### config.mk
export PLATFORM = sky130hd
export DESIGN_NAME = td_status_update
export DESIGN_NICKNAME = d
export VERILOG_FILES = /design/src/rtl/td_pkg.sv /design/src/rtl/td_reset_sync.sv /design/src/rtl/td_token_decode.sv /design/src/rtl/td_outcome_eval.sv /design/src/rtl/td_verdict_reg.sv /design/src/rtl/td_status_update.sv
export SDC_FILE = /design/constraint.sdc
export NUM_CORES = 1
export LEC_CHECK = 0
export BUFFER_PORTS_ARGS = -buffer_cell sky130_fd_sc_hd__buf_2
export CAP_MARGIN = 5
export CORE_ASPECT_RATIO = 2
export CORE_UTILIZATION = 46
export CTS_CLUSTER_DIAMETER = 120
export DETAILED_ROUTE_END_ITERATION = 12
export PLACE_DENSITY = 0.81
export RECOVER_POWER = 50
export SETUP_SLACK_MARGIN = 0.02
export SLEW_MARGIN = 20
export SYNTH_ARGS = -nofsm -noshare
export SYNTH_HDL_FRONTEND = slang
export SYNTH_SLANG_ARGS = --single-unit
### constraint.sdc
create_clock -name clk -period 1.9 [get_ports clk]
set_input_delay 0.38 -clock clk [delete_from_list [all_inputs] [get_ports clk]]
set_output_delay 0.38 -clock clk [all_outputs]
set_load 0.005 [all_outputs]
### src/rtl/td_pkg.sv
package td_pkg;

  localparam int WORD_W = 32;
  localparam int LEN_W  = 11;
  localparam int CNT_W  = LEN_W + 1;
  localparam int ERR_W  = 2;
  localparam int RES_W  = 3;

  // control/status word bit positions
  localparam int CB_LEN_HI = LEN_W - 1;
  localparam int CB_TMO    = 18;
  localparam int CB_NAK    = 19;
  localparam int CB_BAB    = 20;
  localparam int CB_STL    = 22;
  localparam int CB_ACT    = 23;
  localparam int CB_IOC    = 24;
  localparam int CB_ISO    = 25;
  localparam int CB_ERR_LO = 27;
  localparam int CB_ERR_HI = CB_ERR_LO + ERR_W - 1;
  localparam int CB_SPD    = 29;

  // token word field positions
  localparam int TK_PID_LO = 0;
  localparam int TK_PID_W  = 8;
  localparam int TK_ADR_LO = 8;
  localparam int TK_ADR_W  = 7;
  localparam int TK_EP_LO  = 15;
  localparam int TK_EP_W   = 4;
  localparam int TK_LEN_LO = 21;

  localparam logic [TK_PID_W-1:0] PID_IN    = 8'h69;
  localparam logic [TK_PID_W-1:0] PID_OUT   = 8'hE1;
  localparam logic [TK_PID_W-1:0] PID_SETUP = 8'h2D;

  typedef enum logic [1:0] {
    DISP_ADVANCE = 2'd0,
    DISP_SKIP    = 2'd1,
    DISP_ABORT   = 2'd3
  } disp_e;

  localparam logic [RES_W-1:0] RES_DATA   = 3'd0;
  localparam logic [RES_W-1:0] RES_STALL  = 3'd1;
  localparam logic [RES_W-1:0] RES_NAK    = 3'd2;
  localparam logic [RES_W-1:0] RES_BABBLE = 3'd3;

  typedef struct packed {
    logic [WORD_W-1:0] ctrl;
    disp_e             disp;
    logic              ioc;
    logic              shrt;
    logic              err;
    logic              perr;
  } verdict_t;

endpackage

### src/rtl/td_reset_sync.sv
module td_reset_sync #(
  parameter int STAGES = 2
) (
  input  logic clk,
  input  logic rst_n,
  output logic rst_sync_n
);

  logic [STAGES-1:0] chain_q;
  logic [STAGES-1:0] chain_d;

  generate
    if (STAGES == 1) begin : g_one
      assign chain_d = 1'b1;
    end else begin : g_many
      assign chain_d = {chain_q[STAGES-2:0], 1'b1};
    end
  endgenerate

  always_ff @(posedge clk or negedge rst_n) begin
    if (!rst_n) begin
      chain_q <= '0;
    end else begin
      chain_q <= chain_d;
    end
  end

  assign rst_sync_n = chain_q[STAGES-1];

endmodule

### src/rtl/td_token_decode.sv
module td_token_decode
  import td_pkg::*;
(
  input  logic [WORD_W-1:0]   token,
  output logic [TK_PID_W-1:0] pid,
  output logic [TK_ADR_W-1:0] dev_addr,
  output logic [TK_EP_W-1:0]  endpoint,
  output logic [LEN_W-1:0]    max_len,
  output logic                is_in,
  output logic                is_setup,
  output logic                pid_legal
);

  logic [LEN_W-1:0] len_field;
  logic             unused_tok_bits;

  assign pid       = token[TK_PID_LO +: TK_PID_W];
  assign dev_addr  = token[TK_ADR_LO +: TK_ADR_W];
  assign endpoint  = token[TK_EP_LO  +: TK_EP_W];
  assign len_field = token[TK_LEN_LO +: LEN_W];

  // n-1 encoding: all-ones wraps to zero bytes
  assign max_len = len_field + LEN_W'(1);

  assign is_in     = (pid == PID_IN);
  assign is_setup  = (pid == PID_SETUP);
  assign pid_legal = is_in || is_setup || (pid == PID_OUT);

  assign unused_tok_bits = ^token[TK_LEN_LO-1:TK_EP_LO+TK_EP_W];

endmodule

### src/rtl/td_outcome_eval.sv
module td_outcome_eval
  import td_pkg::*;
(
  input  logic [WORD_W-1:0] ctrl,
  input  logic [LEN_W-1:0]  max_len,
  input  logic              is_in,
  input  logic              is_setup,
  input  logic              pid_legal,
  input  logic [RES_W-1:0]  result,
  input  logic [CNT_W-1:0]  count,
  output verdict_t          verdict
);

  logic [LEN_W-1:0] eff_len;
  logic [LEN_W-1:0] len_code;
  logic             oversize;
  logic             undersize;
  logic [ERR_W-1:0] cnt_now;
  logic [ERR_W-1:0] cnt_dec;
  logic             retry;

  assign eff_len   = is_in ? count[LEN_W-1:0] : max_len;
  assign len_code  = eff_len - LEN_W'(1);
  assign oversize  = is_in && (count > {1'b0, max_len});
  assign undersize = is_in && (count < {1'b0, max_len});
  assign cnt_now   = ctrl[CB_ERR_HI:CB_ERR_LO];
  assign cnt_dec   = (cnt_now != '0) ? (cnt_now - ERR_W'(1)) : cnt_now;

  always_comb begin
    verdict      = '0;
    verdict.ctrl = ctrl;
    verdict.disp = DISP_SKIP;
    retry        = 1'b0;
    if (!ctrl[CB_ACT]) begin
      verdict.disp = DISP_SKIP;
    end else if (!pid_legal) begin
      verdict.perr = 1'b1;
      verdict.disp = DISP_ABORT;
    end else begin
      verdict.ioc = ctrl[CB_IOC];
      if (ctrl[CB_ISO]) begin
        verdict.ctrl[CB_ACT] = 1'b0;
      end
      case (result)
        RES_DATA: begin
          verdict.ctrl[CB_LEN_HI:0] = len_code;
          verdict.ctrl[CB_ACT]      = 1'b0;
          verdict.ctrl[CB_NAK]      = 1'b0;
          if (oversize) begin
            verdict.ctrl[CB_BAB] = 1'b1;
            verdict.ctrl[CB_STL] = 1'b1;
            verdict.disp         = DISP_ABORT;
          end else if (undersize && ctrl[CB_SPD]) begin
            verdict.shrt = 1'b1;
            verdict.disp = DISP_SKIP;
          end else begin
            verdict.disp = DISP_ADVANCE;
          end
        end
        RES_STALL: begin
          verdict.ctrl[CB_STL] = 1'b1;
          verdict.ctrl[CB_ACT] = 1'b0;
        end
        RES_BABBLE: begin
          verdict.ctrl[CB_BAB] = 1'b1;
          verdict.ctrl[CB_STL] = 1'b1;
          verdict.ctrl[CB_ACT] = 1'b0;
          verdict.disp         = DISP_ABORT;
        end
        RES_NAK: begin
          verdict.ctrl[CB_NAK] = 1'b1;
          retry                = is_setup;
        end
        default: begin
          retry = 1'b1;
        end
      endcase
      if (retry) begin
        verdict.ctrl[CB_TMO]              = 1'b1;
        verdict.ctrl[CB_ERR_HI:CB_ERR_LO] = cnt_dec;
        if ((cnt_now != '0) && (cnt_dec == '0)) begin
          verdict.ctrl[CB_ACT] = 1'b0;
          verdict.err          = 1'b1;
        end
      end
    end
  end

endmodule

### src/rtl/td_verdict_reg.sv
module td_verdict_reg
  import td_pkg::*;
(
  input  logic     clk,
  input  logic     rst_n,
  input  logic     en,
  input  verdict_t verdict_d,
  output logic     vld_q,
  output verdict_t verdict_q
);

  verdict_t verdict_nxt;

  always_comb begin
    verdict_nxt = verdict_q;
    if (en) begin
      verdict_nxt = verdict_d;
    end
  end

  always_ff @(posedge clk or negedge rst_n) begin
    if (!rst_n) begin
      vld_q     <= 1'b0;
      verdict_q <= '0;
    end else begin
      vld_q     <= en;
      verdict_q <= verdict_nxt;
    end
  end

endmodule

### src/rtl/td_status_update.sv
module td_status_update
  import td_pkg::*;
#(
  parameter int RST_STAGES = 2
) (
  input  logic                clk,
  input  logic                rst_n,
  input  logic                in_valid,
  input  logic [WORD_W-1:0]   in_ctrl,
  input  logic [WORD_W-1:0]   in_token,
  input  logic [RES_W-1:0]    in_result,
  input  logic [CNT_W-1:0]    in_count,
  output logic [TK_PID_W-1:0] tok_pid,
  output logic [TK_ADR_W-1:0] tok_addr,
  output logic [TK_EP_W-1:0]  tok_ep,
  output logic [LEN_W-1:0]    tok_maxlen,
  output logic                out_valid,
  output logic [WORD_W-1:0]   out_ctrl,
  output logic [1:0]          out_disp,
  output logic                out_ioc,
  output logic                out_short,
  output logic                out_err,
  output logic                out_perr
);

  logic     rst_sync_n;
  logic     is_in;
  logic     is_setup;
  logic     pid_legal;
  verdict_t verdict_d;
  verdict_t verdict_q;

  td_reset_sync #(.STAGES(RST_STAGES)) u_rst (
    .clk        (clk),
    .rst_n      (rst_n),
    .rst_sync_n (rst_sync_n)
  );

  td_token_decode u_dec (
    .token     (in_token),
    .pid       (tok_pid),
    .dev_addr  (tok_addr),
    .endpoint  (tok_ep),
    .max_len   (tok_maxlen),
    .is_in     (is_in),
    .is_setup  (is_setup),
    .pid_legal (pid_legal)
  );

  td_outcome_eval u_eval (
    .ctrl      (in_ctrl),
    .max_len   (tok_maxlen),
    .is_in     (is_in),
    .is_setup  (is_setup),
    .pid_legal (pid_legal),
    .result    (in_result),
    .count     (in_count),
    .verdict   (verdict_d)
  );

  td_verdict_reg u_reg (
    .clk       (clk),
    .rst_n     (rst_sync_n),
    .en        (in_valid),
    .verdict_d (verdict_d),
    .vld_q     (out_valid),
    .verdict_q (verdict_q)
  );

  assign out_ctrl  = verdict_q.ctrl;
  assign out_disp  = verdict_q.disp;
  assign out_ioc   = verdict_q.ioc;
  assign out_short = verdict_q.shrt;
  assign out_err   = verdict_q.err;
  assign out_perr  = verdict_q.perr;

endmodule

* Word level (Yosys, flattened, before mapping)
Index checks and enable logic that the tools add are counted.
W data, S select, Z words.
** Storage, ports and cells
- Output and inout bits :: 69
- Logic and storage cells :: 67
- Flip-flop bits (word level) :: 41
- Input port bits :: 82
** Operators by class
- $lt $le $gt $ge :: 2
- Reduce and logical (&&, ||, !) cells :: 11
- Multiplexer cells :: 37
- Eq/ne operators :: 6
- $add $sub $neg :: 3
** Operators by type and width (count)
- $mux W11 :: 4
- $mux W2 :: 9
- $mux W1 :: 15
- $gt A12 B11 Y1 :: 1
- $lt A12 B11 Y1 :: 1
- $add A11 B1 Y11 const B :: 1
- $sub A11 B1 Y11 const B :: 1
- $mux W3 :: 3
- $eq A8 B6 Y1 const B :: 1
- $eq A8 B7 Y1 const B :: 1
- $eq A8 B8 Y1 const B :: 1
- $pmux W2 S2 :: 2
- $eq A3 B2 Y1 const B :: 2
- $pmux W1 S2 :: 3
- $logic_and A1 B1 Y1 :: 4
- $mux W4 :: 1
- $eq A3 B1 Y1 const B :: 1
- $logic_not A3 Y1 :: 1
- $reduce_or A3 Y1 :: 1
- $logic_not A2 Y1 :: 1
- $logic_or A1 B1 Y1 :: 2
- $reduce_bool A2 Y1 :: 1
- $reduce_or A2 Y1 :: 1
- $sub A2 B1 Y2 const B :: 1

* Logic depth before layout (Yosys ltp)
Gate-level depths: netlist of the first run.
- Depth after elaboration :: 9
- Gate-level depth with buffers :: 13
- Depth with buffers taken out :: 12

* Modules after synthesis
From an unflattened synthesis of the first run, not the netlist that was laid out.
** Unflattened totals
- Cell total of the unflattened synthesis :: 294
- Area total of the unflattened synthesis :: 3020.4 um2
** Modules (own cells, without submodules)
- td_verdict_reg :: seq. area each 975.9 um2, cells each 81, area each 1517.7 um2, instances 1
- td_outcome_eval :: seq. area each 0.0 um2, cells each 160, area each 1081.0 um2, instances 1
- td_token_decode :: seq. area each 0.0 um2, cells each 50, area each 367.9 um2, instances 1
- td_reset_sync :: seq. area each 50.0 um2, cells each 3, area each 53.8 um2, instances 1

* Worst setup path before layout of the first run
Ideal clock, no wire load.
- Path kind :: input port to flip-flop
- From :: input port in_token[21]
- To :: register u_reg.verdict_q[5] (netlist name)
- Setup slack :: -0.859 ns
- Path buffers :: 1
- Required time :: 1.790 ns
- Data arrival time :: 2.649 ns
- Setup time :: 0.110 ns
- Stages on the path :: 12
- Cells stage by stage :: ha_1 clkbuf_1 xor2_1 inv_1 ha_1 and3_1 o21ai_0 a211oi_1 a211oi_1 o31ai_1 nand3b_1 o41ai_1
** On the way
- Word-level cells in the longest chain between the ends :: 7
** RTL lines
- start, declared :: RTL line td_status_update.sv:10 : input logic [WORD_W-1:0] in_token,
- $add A11 B1 Y11 :: RTL line td_token_decode.sv:23 : assign max_len = len_field + LEN_W'(1);
- via tok_maxlen[2] :: RTL line td_status_update.sv:16 : output logic [LEN_W-1:0] tok_maxlen,
- $gt A12 B11 Y1 :: RTL line td_outcome_eval.sv:24 : assign oversize = is_in && (count > {1'b0, max_len});
- $logic_and A1 B1 Y1 :: RTL line td_outcome_eval.sv:24
- $mux W2 :: RTL line td_outcome_eval.sv:49 : if (oversize) begin
- $pmux W2 S2 :: RTL line td_outcome_eval.sv:44 : case (result)
- $mux W2 :: RTL line td_outcome_eval.sv:36 : end else if (!pid_legal) begin
- $mux W2 :: RTL line td_outcome_eval.sv:34 : if (!ctrl[CB_ACT]) begin
The timed path passes the listed nets, and every way through them passes these cells.
A chain may end at the register's enable or synchronous reset.

* Final worst setup path of the first run
- From :: input port in_token[21]
- To :: register u_reg.verdict_q[4] (netlist name)
** On the way
- Word-level cells in the longest chain between the ends :: 9
- Elaborated cells between the ends (all ways) :: 11
- Classes of those cells :: add/sub (1); order compare (2); mux (5); reduce/logical (3)
** RTL lines
- $add A11 B1 Y11 (*) :: RTL line td_token_decode.sv:23
- $lt A12 B11 Y1 :: RTL line td_outcome_eval.sv:25 : assign undersize = is_in && (count < {1'b0, max_len});
- $logic_and A1 B1 Y1 :: RTL line td_outcome_eval.sv:25
- $logic_and A1 B1 Y1 :: RTL line td_outcome_eval.sv:53 : end else if (undersize && ctrl[CB_SPD]) begin
- $mux W1 :: RTL line td_outcome_eval.sv:53
- $mux W2 (*) :: RTL line td_outcome_eval.sv:49
- $pmux W2 S2 (*) :: RTL line td_outcome_eval.sv:44
- $mux W2 (*) :: RTL line td_outcome_eval.sv:36
- $mux W2 (*) :: RTL line td_outcome_eval.sv:34
Every way passes the cells marked *; elsewhere a longest branch is shown, timed or not.

==> results of run 1 <==
-- power breakdown --
group	leakage [uW]	internal (uW)	switching [uW]
Clock	0.0000841	656	343
Sequential	0.000485	946	51.9
Combinational	0.00180	470	424
-- what timing repair did --
item,CTS,global route
hold buffers,1,0
buffers inserted,16,14
gates cloned,0,0
hold endpoints to repair,2,0
gates resized for setup,52,41
pin swaps,31,27
setup endpoints to repair,18,20
-- stage by stage --
step                TNS (ns)  worst slack, ns  utilization (%)  hold slack, ns
global route           -7.46           -0.784             79.1           0.331
global placement       -7.73           -0.834             65.9           0.165
finish                 -5.96           -0.739             79.1           0.322
detailed placement     -8.75           -0.956             65.9           0.168
CTS                    -3.65           -0.517             74.6           0.327
floorplan              -5.36           -0.618                -          0.0844
-- flip-flops by register name, indices dropped and copies added (netlist names) --
| name | cells |
|---|---|
| u_reg.verdict_q | 38 |
| u_rst.chain_q | 2 |
| u_reg.vld_q | 1 |
-- per-layer routing --
layer	global-route usage, %	up-vias	share of wire, %
met4	19.8	0	7.2
met2	58.1	227	56
met3	3.99	76	5.4
met5	0	-	0
li1	-	1555	-
met1	27.8	1743	31
-- cells by family after synthesis --
logic type	count (synthesis)
AO/OA/AOI/OAI	75
XOR/XNOR	20
adder cells (fa/ha/maj)	10
buffers and inverters	56
flip-flops	41
multiplexers	18
other	1
AND/OR/NAND/NOR	107
-- worst min-delay path, delay by kind of cell --
family	cells	cell delay, ns
AO/OA/AOI/OAI	1	0.06
AND/OR/NAND/NOR	1	0.05
buffers and inverters	1	0.07
-- placed cells by master (no fill, tap or decap), types with 6 or more instances in the layout --
master and instances:
buf_2 113, buf_4 79, dfrtp_1 40, o21ai_0 10, a21o_1 6, nand2_1 12, xnor2_1 8, nor2_1 30
mux2_2 13, buf_6 16, inv_1 17, ha_1 6, clkbuf_1 7, a21oi_1 7, a31oi_1 7
-- final timing paths --
| kind | slack [ns] | endpoint | startpoint |
|---|---|---|---|
| worst max-delay path | -0.74 | u_reg.verdict_q[4] | in_token[21] |
| worst min-delay path | 0.32 | u_reg.verdict_q[30] | in_ctrl[24] |
| worst max register to register | 0.68 | u_reg.verdict_q[26] | u_reg.verdict_q[26] |
| worst min register to register | 0.37 | u_reg.verdict_q[24] | u_rst.chain_q[1] |
| max in group asynchronous | 1.00 | u_reg.verdict_q[22] | u_rst.chain_q[1] |
| min in group asynchronous | 0.37 | u_reg.verdict_q[24] | u_rst.chain_q[1] |
-- cell type report --
class	count	area, sq um
sequential	41	1030
clock inverter	1	30.0
clock buffer	7	143
timing repair buffer	222	1490
multi-input combinational	231	2110
fill	393	1320
inverter	20	75.1
tap	86	108
==> impl_metrics.sql, run 1 <==
INSERT INTO impl_metrics (metric_group, metric, value, unit) VALUES
('outcome', 'status', 'complete, but fails checks', ''),
('outcome', 'violated_checks', 'setup timing', ''),
('clock_network', 'clk_path_buf_depth', '2', ''),
('setup_path', 'critical_path.startpoint_type', 'input port', ''),
('yosys', 'post_synth_most_frequent_cells', '41 x dfrtp_1, 34 x nor2_1, 20 x buf_4, 20 x inv_1, 17 x mux2_2', ''),
('yosys', 'post_synth_mux_area_share', '6.71', '%'),
('floorplan', 'die-height', '116', 'microns'),
('finish', 'non_filler_cell_area_final', '4990', 'sq um'),
('sta', 'report.final.setup_viol', '18', ''),
('clock_network', 'cts_tree', 'yes', ''),
('floorplan', 'die_width', '59.1', 'microns'),
('pwr', 'pwr_total', '2890', 'uW'),
('placement', 'place.detailed.hpwl', '7280', 'microns'),
('finish', 'drive_gt1_share', '59.6', '%'),
('sta', 'maxSlewHeadroom', '44.2', '%'),
('routing', 'number_of_remaining_drc_errors', '0', ''),
('yosys', 'ys_seq_area_share', '34.2', '%'),
('sta', 'max_slew.worst_pin.slew', '0.837', 'ns'),
('grt', 'pin_count_of_the_biggest_net_entering_global_routing', '40', ''),
('finish', 'final_cells', '608', ''),
('yosys', 'yosys.cell_count.top_type', 'dfrtp_1', ''),
('setup_path', 'path_cells', 'buf_8 -> nand4_1 -> o21a_1 -> or2_4 -> inv_2 -> ha_4 -> and3_4 -> a211o_1 -> a211oi_2 -> o31ai_2 -> buf_4 -> o22ai_4 -> a31oi_1', ''),
('grt', 'grt_antenna_before_repair', '0', ''),
('setup_path', 'crit_slowest_cell', 'a211o_1', ''),
('sta', 'layout_min_cycle_time', '2.64', 'ns'),
('sta', 'report.final.hold_viol_count', '0', ''),
('finish', 'nets', '613', ''),
('min_path', 'timing.hold.worst_path_depth', '3', ''),
('yosys', 'synth_cell_type_count', '66', ''),
('setup_path', 'worst_setup_path_end_kind', 'flip-flop', ''),
('flow_run', 'maxCapViolations', '0', ''),
('clock_network', 'insertion_delay', '0.29', 'ns'),
('grt', 'grt_first_pass_wirelength', '15500', 'microns'),
('setup_path', 'cp_top_family', 'compound AO/OA/AOI/OAI gates', ''),
('pwr', 'maximum_vdd_drop', '0.511', 'mV'),
('sta', 'setup_slack', '-0.739', 'ns'),
('sta', 'rsz0062_at_grt', 'true', ''),
('yosys', 'yosys_register_bits', '41', ''),
('grt', 'number_of_global_route_vias_before_repair', '3437', ''),
('yosys', 'async_flop_share', '100', '%'),
('setup_path', 'timing.critical_path.fanout_max', '4', ''),
('clock_network', 'cts_buffers', '5', ''),
('yosys', 'avgSynthCellArea', '9.15', 'sq um'),
('clock_network', 'tritoncts_num_sinks', '41', ''),
('grt', 'globalRouteOverflowTotal', '0', ''),
('yosys', 'ys_dominant_reg_cell', 'dfrtp_1', ''),
('setup_path', 'timing.setup.critical_path_class', 'in -> reg', ''),
('placement', 'dp.cells', '570', ''),
('yosys', 'synth_top_area_share', '34.2', '%'),
('min_path', 'hp-class', 'in -> reg', ''),
('floorplan', 'start_util', '47.6', '%'),
('routing', 'route.vias.total', '3601', ''),
('grt', 'globalRouteTotalUtil', '30.0', '%'),
('floorplan', 'fp-row-count', '41', ''),
('yosys', 'library_cell_occupying_the_most_area_in_the_post_synthesis_netlist', 'dfrtp_1', ''),
('yosys', 'post_synth_instance_area', '3000', 'sq um'),
('setup_path', 'cp_data_required_time', '2.04', 'ns'),
('setup_path', 'critical_path_cell_count', '13', ''),
('yosys', 'xor_xnor_fraction_of_synth_area', '6.30', '%'),
('yosys', 'synth_top_family_by_area', 'simple AND/OR/NAND/NOR gates', ''),
('yosys', 'postSynthNetCount', '420', ''),
('finish', 'area.growth.synth_to_final', '66.3', '%'),
('setup_path', 'worstPathBufferInverterCount', '3', ''),
('routing', 'drt-pass1-iter-count', '5', ''),
('routing', 'drt_wl_total', '11800', 'microns'),
('placement', 'port-buffer-count', '126', ''),
('floorplan', 'floorplan.core_area', '6310', 'sq um'),
('pwr', 'static_leakage', '0.00237', 'uW'),
('routing', 'post_drt_wl_per_cell', '19.4', 'microns'),
('yosys', 'netlist_top_cells_area', 'dfrtp_1 34%, mux2_2 6.4%, buf_4 5.0%', ''),
('clock_network', 'clk_root_buffer_cell', 'clkbuf_16', '');
No activity file was read; power rests on OpenSTA's default activity.
==> inputs of run 2 (changes only) <==
CTS_CLUSTER_DIAMETER = default   (was 120)
clock period = 2.9 ns   (was 1.9 ns; I/O delays follow)
==> run 2 against run 1 <==
Effect of this change:
- the flow finishes with violations (capacitance limit, slew limit)
- utilization fell by 15 points
- sequential power fell by 34%
- critical endpoint unchanged
- global-route usage shrank 4.9 points
- clock power down 47%
==> impl_metrics.sql, run 2 (same netlist as run 1, synthesis figures left out) <==
INSERT INTO impl_metrics (metric_group, metric, value, unit) VALUES
('outcome', 'status', 'complete, but fails checks', ''),
('outcome', 'violated_checks', 'capacitance limit, slew limit', ''),
('routing', 'route.vias.total', '2949', ''),
('placement', 'place.detailed.hpwl', '6790', 'microns'),
('sta', 'maxSlewHeadroom', '-6.50', '%'),
('finish', 'nets', '557', ''),
('finish', 'drive_gt1_share', '45.1', '%'),
('finish', 'reg_top3', 'u_reg.verdict_q (38), u_rst.chain_q (2), u_reg.vld_q (1)', ''),
('grt', 'groute.layer.met1.usage', '23.9', '%'),
('placement', 'port-buffer-count', '126', ''),
('grt', 'met2_usage', '49.5', '%'),
('grt', 'pin_count_of_the_biggest_net_entering_global_routing', '40', ''),
('finish', 'max_ffs_per_register', '38', ''),
('clock_network', 'insertion_delay', '0.28', 'ns'),
('floorplan', 'fp.dieArea', '6870', 'sq um'),
('floorplan', 'start_util', '47.6', '%'),
('sta', 'layout_worst_path_cycle_share', '96.7', '%'),
('floorplan', 'floorplan.core_area', '6310', 'sq um'),
('clock_network', 'cts_buffers', '5', ''),
('grt', 'grt_antenna_before_repair', '0', ''),
('floorplan', 'fp-row-count', '41', ''),
('clock_network', 'cts_tree', 'yes', ''),
('sta', 'report.final.setup_viol', '0', ''),
('finish', 'max_flop_register', 'u_reg.verdict_q', ''),
('finish', 'most-common-layout-cells', '116 x buf_2, 41 x buf_4, 41 x dfrtp_1, 34 x nor2_1, 19 x inv_1', ''),
('finish', 'fillerInstances', '558', ''),
('pwr', 'power_density', '397', 'nW/um^2'),
('routing', 'drt-pass1-iter-count', '4', ''),
('routing', 'number_of_drc_markers_after_the_initial_detailed_route_iteration', '100', ''),
('clock_network', 'clk_root_buffer_cell', 'clkbuf_16', ''),
('clock_network', 'clkTransAtPathRegs', '0.06', 'ns'),
('grt', 'met3_usage', '3.10', '%'),
('sta', 'max_slew.worst_pin.slew', '1.60', 'ns'),
('setup_path', 'timing.setup.critical_path_class', 'in -> reg', ''),
('routing', 'antenna_left', '0', ''),
('finish', 'most_common_cell_after_layout_fill_and_taps_aside', 'buf_2', ''),
('finish', 'area.growth.synth_to_final', '34.2', '%'),
('sta', 'report.final.slew_viol_count', '40', ''),
('setup_path', 'worst_ep_arrival_time', '2.94', 'ns'),
('sta', 'max_freq', '357', 'MHz'),
('flow_run', 'maxCapViolations', '1', ''),
('grt', 'grt_first_pass_wirelength', '13000', 'microns'),
('routing', 'number_of_remaining_drc_errors', '0', ''),
('setup_path', 'worst_setup_path_end_kind', 'flip-flop', ''),
('placement', 'post-place-ws', '-0.399', 'ns'),
('finish', 'final_cells', '552', ''),
('sta', 'setup_slack', '0.0962', 'ns'),
('clock_network', 'clk_path_buf_depth', '2', ''),
('clock_network', 'tritoncts_num_sinks', '41', ''),
('grt', 'global_route.peak_usage_layer', 'met2', ''),
('setup_path', 'cp_data_required_time', '3.04', 'ns'),
('floorplan', 'die_width', '59.1', 'microns'),
('sta', 'layout_min_cycle_time', '2.80', 'ns'),
('pwr', 'static_leakage', '0.00192', 'uW'),
('grt', 'globalRouteTotalUtil', '25.2', '%'),
('floorplan', 'die-height', '116', 'microns'),
('sta', 'rsz0062_at_grt', 'false', ''),
('setup_path', 'timing.critical_path.fanout_max', '4', ''),
('finish', 'n_antenna_cell', '0', ''),
('sta', 'report.final.hold_viol_count', '0', ''),
('setup_path', 'worst-r2r-setup-slack', '1.29', 'ns'),
('grt', 'number_of_global_route_vias_before_repair', '2932', ''),
('routing', 'drt_wl_total', '8580', 'microns'),
('sta', 'fin_worst_skew', '0.00227', 'ns'),
('placement', 'dp.cells', '542', ''),
('pwr', 'maximum_vdd_drop', '0.413', 'mV'),
('setup_path', 'critical_path.startpoint_type', 'input port', ''),
('placement', 'gp_weighted_congestion', '0.880', ''),
('min_path', 'hp-class', 'in -> async', ''),
('clock_network', 'cts_max_level', '2', ''),
('grt', 'globalRouteOverflowTotal', '0', ''),
('routing', 'post_drt_wl_per_cell', '15.5', 'microns'),
('floorplan', 'num_io_pins', '151', ''),
('routing', 'vias_per_cell', '5.34', '');
[run 2: repair_timing]
action	CTS	global route
hold buffers	0	0
buffers inserted	0	2
setup endpoints to repair	5	5
pin swaps	0	11
gates resized for setup	3	16
endpoints found under the hold margin	0	0
[run 2: per-stage QoR]
| stage | hold slack (ns) | power (uW) | setup TNS [ns] | cell area [sq um] | util (%) |
|---|---|---|---|---|---|
| floorplan | 0.284 | 878 | 0 | 3010 | - |
| global placement | 0.337 | 1050 | -0.941 | 3780 | 59.9 |
| detailed placement | 0.340 | 1060 | -1.60 | 3780 | 59.9 |
| CTS | 0.0704 | 1600 | 0 | 3930 | 62.3 |
| global route | 0.0806 | 1680 | 0 | 4030 | 63.8 |
| finish | 0.0749 | 1600 | 0 | 4030 | 63.8 |
[run 2: layer usage]
layer / wire [microns] / share of wire, %
met2: 4940 / 58
met4: 295 / 3.4
met1: 3090 / 36
met5: 0 / 0
met3: 261 / 3.0
[run 2: worst paths after layout]
| check | startpoint | endpoint | cells after the start |
|---|---|---|---|
| setup / recovery | in_token[21] | u_reg.verdict_q[4] | 13 |
| hold / removal | rst_n | u_rst.chain_q[1] | 1 |
| setup reg to reg | u_rst.chain_q[1] | u_reg.verdict_q[37] | 0 |
| hold reg to reg | u_rst.chain_q[0] | u_rst.chain_q[1] | 0 |
| max in group asynchronous | u_rst.chain_q[1] | u_reg.verdict_q[37] | 0 |
| min in group clk | u_rst.chain_q[0] | u_rst.chain_q[1] | 0 |
[run 2: final cells by class]
type                    count  area, sq um  share of cell area (%)
clock buffers               8          136                    3.39
well taps                  86          108                    2.67
multi-input cells         231         1750                    43.6
repair buffers            166          926                    23.0
flip-flops and latches     41         1030                    25.5
inverters                  20         75.1                    1.87
[run 2: where the power goes]
part	switching, uW	internal, uW
clock network	209	320
registers	35.6	620
logic	201	213
[run 2: critical path: stages]
cell and delay [ns]:
clkbuf_4 0.15, nand4_1 0.14, o21a_1 0.23, or2_2 0.31
inv_2 0.07, ha_4 0.20, and3_1 0.19, a211o_1 0.31
a211oi_2 0.24, o31ai_2 0.10, buf_4 0.17, o22ai_2 0.16
a31oi_2 0.12
